**src/rtl/irq_dma_pkg.sv**
```systemverilog
package irq_dma_pkg;
  typedef enum logic { WM_SET_ONLY = 1'b0, WM_READ_WRITE = 1'b1 } wmode_e;

  function automatic logic [7:0] next_bits(input wmode_e mode, input logic we,
                                           input logic [7:0] cur, input logic [7:0] wd);
    if (!we) return cur;
    return (mode == WM_SET_ONLY) ? (cur | wd) : wd;
  endfunction
endpackage

```
**src/rtl/idr_cause_sel.sv**
```systemverilog
module idr_cause_sel #(
  parameter int NCH = 8,
  parameter int NSHARED = 4,
  parameter int SEL_W = 2,
  parameter logic [SEL_W-1:0] ALT_CODE = 2'b10
) (
  input  logic                 clk,
  input  logic                 rst,
  input  logic [NCH-1:0]       port_evt,
  input  logic [NSHARED-1:0]   alt_evt,
  input  logic [NCH*SEL_W-1:0] alt_sel,
  output logic [NCH-1:0]       rise
);
  logic [NCH-1:0] cause, cause_q;

  for (genvar i = 0; i < NCH; i++) begin : g_src
    if (i < NSHARED) begin : g_shared
      assign cause[i] = (alt_sel[i*SEL_W +: SEL_W] == ALT_CODE) ? alt_evt[i] : port_evt[i];
    end else begin : g_plain
      assign cause[i] = port_evt[i];
    end
  end

  always_ff @(posedge clk) begin
    if (rst) cause_q <= '0;
    else     cause_q <= cause;
  end

  assign rise = cause & ~cause_q;
endmodule

```
**src/rtl/idr_req_reg.sv**
```systemverilog
module idr_req_reg
  import irq_dma_pkg::*;
#(
  parameter int NCH = 8
) (
  input  logic           clk,
  input  logic           rst,
  input  logic           mode_rw,
  input  logic           we,
  input  logic [NCH-1:0] wdata,
  input  logic [NCH-1:0] hw_clr,
  output logic [NCH-1:0] bits
);
  wmode_e mode;
  logic [NCH-1:0] sw_next;

  assign mode = wmode_e'(mode_rw);

  always_comb begin
    sw_next = bits;
    if (we) sw_next = (mode == WM_SET_ONLY) ? (bits | wdata) : wdata;
  end

  always_ff @(posedge clk) begin
    if (rst) bits <= '0;
    else     bits <= sw_next & ~hw_clr;
  end
endmodule

```
**src/rtl/idr_pulse_out.sv**
```systemverilog
module idr_pulse_out #(
  parameter int NCH = 8
) (
  input  logic           clk,
  input  logic           rst,
  input  logic [NCH-1:0] rise,
  input  logic [NCH-1:0] route_dma,
  input  logic [NCH-1:0] tc_hit,
  output logic [NCH-1:0] dma_start,
  output logic [NCH-1:0] irq_req
);
  always_ff @(posedge clk) begin
    if (rst) begin
      dma_start <= '0;
      irq_req   <= '0;
    end else begin
      dma_start <= rise & route_dma;
      irq_req   <= (rise & ~route_dma) | tc_hit;
    end
  end
endmodule

```
**src/rtl/irq_dma_router.sv**
```systemverilog
module irq_dma_router #(
  parameter int NCH = 8,
  parameter int NSHARED = 4,
  parameter int SEL_W = 2,
  parameter logic [SEL_W-1:0] ALT_CODE = 2'b10,
  localparam int SELW_ALL = NCH * SEL_W
) (
  input  logic                clk,
  input  logic                rst,
  input  logic                mode_rw,
  input  logic                bus_we,
  input  logic [NCH-1:0]      bus_wdata,
  output logic [NCH-1:0]      bus_rdata,
  input  logic [NCH-1:0]      port_evt,
  input  logic [NSHARED-1:0]  alt_evt,
  input  logic [SELW_ALL-1:0] alt_sel,
  input  logic [NCH-1:0]      dma_done,
  input  logic [NCH-1:0]      dma_ie,
  output logic [NCH-1:0]      dma_start,
  output logic [NCH-1:0]      irq_req
);
  logic [NCH-1:0] rise, bits, tc_hit;

  assign tc_hit    = dma_done & dma_ie;
  assign bus_rdata = bits;

  idr_cause_sel #(.NCH(NCH), .NSHARED(NSHARED), .SEL_W(SEL_W), .ALT_CODE(ALT_CODE)) u_sel (
    .clk(clk), .rst(rst), .port_evt(port_evt), .alt_evt(alt_evt), .alt_sel(alt_sel), .rise(rise));

  idr_req_reg #(.NCH(NCH)) u_reg (
    .clk(clk), .rst(rst), .mode_rw(mode_rw), .we(bus_we), .wdata(bus_wdata),
    .hw_clr(tc_hit), .bits(bits));

  idr_pulse_out #(.NCH(NCH)) u_out (
    .clk(clk), .rst(rst), .rise(rise), .route_dma(bits), .tc_hit(tc_hit),
    .dma_start(dma_start), .irq_req(irq_req));
endmodule

```
**config.mk**
```make
export PLATFORM = sky130hd
export DESIGN_NAME = irq_dma_router
export DESIGN_NICKNAME = d
export VERILOG_FILES = /design/src/rtl/irq_dma_pkg.sv /design/src/rtl/idr_cause_sel.sv /design/src/rtl/idr_req_reg.sv /design/src/rtl/idr_pulse_out.sv /design/src/rtl/irq_dma_router.sv
export SDC_FILE = /design/constraint.sdc
export NUM_CORES = 1
export LEC_CHECK = 0
export BUFFER_PORTS_ARGS = -buffer_cell sky130_fd_sc_hd__buf_2
export CORE_MARGIN = 5
export CORE_UTILIZATION = 45
export CTS_CLUSTER_SIZE = 28
export DETAILED_ROUTE_END_ITERATION = 7
export HOLD_SLACK_MARGIN = 0.05
export MAX_ROUTING_LAYER = met4
export PLACE_DENSITY = 0.94
export SLEW_MARGIN = 20
export SYNTH_ARGS = -nofsm -noshare
export SYNTH_HDL_FRONTEND = slang
export SYNTH_SLANG_ARGS = --single-unit
export TNS_END_PERCENT = 5
```
**constraint.sdc**
```tcl
create_clock -name clk -period 1.6 [get_ports clk]
set_clock_uncertainty 0.2 [all_clocks]
set_input_delay 0.16 -clock clk [delete_from_list [all_inputs] [get_ports clk]]
set_output_delay 0.16 -clock clk [all_outputs]
set_load 0.1 [all_outputs]
```
==> impl_metrics.py <==
metrics = {
    "power_and_ir_drop": {
        "netSwitchingPower_mw": 0.660,
        "cellLeakagePower_nw": 1.05,
        "pwr-share-seq_pct": 45.2,
        "ir_worst_vdd_v": 0.000609,
        "p_comb_share_pct": 29.9,
        "swShare_pct": 34.2,
        "p_per_area_mw_per_mm2": 871,
        "pwr-share-clk_pct": 24.9,
        "internal_power_mw": 1.27,
    },
    "worst_setup_path": {
        "crit_path_start_kind": "input port",
        "cp-endpoint": "u_reg.bits[3]",
        "worst_r2r_path_depth": 3,
        "crit_buf_inv": 3,
        "worstPathArrival_ns": 1.73,
        "cp.depth": 5,
        "slowest_delay_ns": 0.60,
        "setup.worst_path.start": "dma_ie[3]",
        "required_ns": 1.66,
        "critPathKind": "input port to register",
        "setup.worst_path.end_class": "register",
        "r2r_start": "u_reg.bits[5]",
        "crit_chain": "dlygate4sd3_1 > buf_2 > nand2_1 > dlygate4sd3_1 > nor3b_2",
        "reg2reg_slack_ns": 0.09,
        "cp_max_fo": 2,
        "path_delay_family": "buffers and inverters",
        "cp_slowest_cell": "dlygate4sd3_1",
        "crit_path_frequent_cell": "dlygate4sd3_1",
        "worstReg2RegEnd": "u_reg.bits[5]",
    },
    "drt": {
        "drtPass1Iterations": 4,
        "vias": 1283,
        "drt_iter0_drc": 63,
        "drt-total-wl_mm": 4.63,
        "wl_per_cell_um": 18.1,
        "drc_errors": 0,
        "avgViaCountPerCell": 5.03,
        "drtAntennaViolNets": 0,
    },
    "place": {
        "place_congestion": 0.743,
        "dp_hpwl_mm": 2.37,
        "place_ws_ns": 0.243,
        "io_buffer_count": 71,
    },
    "clock_network": {
        "path_clk_slew_ns": 0.10,
        "ctsRootBufferMaster": "clkbuf_4",
        "worstSkewPairLatency_ns": 0.33,
        "htreeDepth": 2,
        "cts_tree": "built",
        "cts_inserted_buffers": 5,
        "cts_max_path_buffers": 2,
        "clock_sinks": 32,
        "cts_setup_buffers": 0,
    },
    "job": {
        "maxCapViolCount": 0,
    },
    "layout": {
        "multi_input_area_um2": 656,
        "area.sequential_um2": 642,
        "area_growth_pct": 66.0,
        "nets": 279,
        "n_antenna_cell": 0,
        "fill_cells": 171,
        "layout-drive-gt1-share_pct": 47.3,
        "layout_common_cells": "buf_2 (67), dlygate4sd3_1 (40), dfxtp_1 (31), nor2b_4 (9), clkbuf_4 (9)",
        "final_common_cell": "buf_2",
    },
    "synth": {
        "syn_inst": 105,
        "synth_area_per_cell_um2": 12.7,
        "yosysWarnings": 0,
        "seq_area_frac_synth_pct": 48.0,
        "synth_nets": 161,
        "synthDistinctLibCells": 20,
        "synth_area_mm2": 0.00134,
        "ys_seq_elements": 32,
    },
    "sta": {
        "hold_viol": 0,
        "clock.fmax_mhz": 599,
        "post-route-period-util_pct": 104,
        "setup_violations": 2,
        "worst_slack_ns": -0.0705,
        "post-route-min-period_ns": 1.67,
        "rsz0062_at_grt": "yes",
        "slew_headroom_pct": 66.1,
        "maxSlewViolCount": 0,
        "fin_tns_setup_ns": -0.0921,
        "tightest_slew_ns": 0.512,
    },
    "grt": {
        "grt_pass1_vias": 1400,
        "grt_max_degree": 19,
        "track_usage_pct": 23.4,
        "grt_pass1_wl_mm": 7.02,
        "antenna_found_initial": 0,
        "globalRoute.totalOverflow": 0,
    },
    "floorplan": {
        "ios": 80,
        "start_util_pct": 47.6,
        "die_w_um": 64.5,
        "die_area_mm2": 0.00416,
        "core_mm2": 0.00281,
        "dieHeight_um": 64.5,
        "rows": 19,
    },
    "run_status": {
        "violations": "negative setup slack",
        "status": "complete, but fails checks",
    },
    "worst_hold_path": {
        "hp-class": "input port to register",
    },
}
## power by group through the flow
stage / clock, mW / combinational (mW) / sequential, mW
5_1_grt: 0.528 / 0.604 / 0.877
4_1_cts: 0.487 / 0.552 / 0.867
3_3_place_gp: 0 / 0.466 / 0.882
2_1_floorplan: 0 / 0.139 / 1.11
6_report: 0.482 / 0.577 / 0.872
3_5_place_dp: 0 / 0.475 / 0.885
## per-stage QoR
step	power, mW	instances	hold slack, ns	utilization, %	area [um^2]
floorplan	1.25	105	0.0473	-	1340
global placement	1.35	205	0.156	60.8	1710
detailed placement	1.36	205	0.164	60.8	1710
CTS	1.91	255	0.0503	77.9	2190
global route	2.01	255	0.0802	79.0	2220
finish	1.93	255	0.0655	79.0	2220
## repair_timing
action,in CTS,in global routing
hold buffers,42,0
resized for setup,0,9
endpoints found under the hold margin,27,0
endpoints found under the setup margin,0,9
## worst min path at each step
stage                     slack [ns]        from  depth (start not counted)                to
after floorplan                 0.05   dma_ie[6]                          1     u_reg.bits[6]
after global placement          0.16   dma_ie[6]                          2     u_reg.bits[6]
after detailed placement        0.16   dma_ie[6]                          2     u_reg.bits[6]
after CTS                       0.05  alt_sel[0]                          4  u_sel.cause_q[0]
after global routing            0.08  alt_sel[0]                          4  u_sel.cause_q[0]
final                           0.07  alt_sel[0]                          4  u_sel.cause_q[0]
## routing by layer
| metal | vias to the layer above | wire length (um) | GRT usage, % |
|---|---|---|---|
| met5 | - | 0 | - |
| met4 | 0 | 161 | 11.9 |
| met2 | 57 | 2580 | 44.7 |
| li1 | 608 | - | - |
| met3 | 17 | 288 | 5.53 |
| met1 | 601 | 1600 | 21.3 |
## cell usage after synthesis, drive strengths merged
cell type,number,area share [%]
dfxtp,32,48
nor2b,14,12
nor3b,11,7.7
a22oi,8,4.5
a211oi,5,2.8
nand2,5,2.0
a21oi,4,1.5
buf,4,2.9
inv,4,1.1
mux2i,4,6.7
nor2,4,1.1
o32ai,4,4.9
nor4bb,3,3.4
and2b,2,1.1
and3b,1,0.66
## sequential cells by signal (all words and copies together), names as in the netlist
| register | cells |
|---|---|
| u_reg.bits | 8 |
| u_out.dma_start | 8 |
| u_sel.cause_q | 8 |
| u_out.irq_req | 8 |
## cells by family after synthesis
family / Yosys count / share of synthesized area [%]
buf+inv: 8 / 4.03
compound gates: 21 / 13.7
simple gates: 40 / 27.6
flops: 32 / 48.0
mux: 4 / 6.75
## worst register-to-register path, stage by stage, from the launching register on
cell and delay (ns):
dfxtp_1 0.35, a22oi_1 0.23, a211oi_2 0.05, dlygate4sd3_1 0.58
## cell type report
type                       count  area share [%]
inverter                       4           0.678
timing repair buffer         115            36.4
multi-input combinational     65            29.6
tap                           31            1.75
sequential                    32            29.0
clock buffer                   8            2.65
Power figures use the tool's default switching activity.
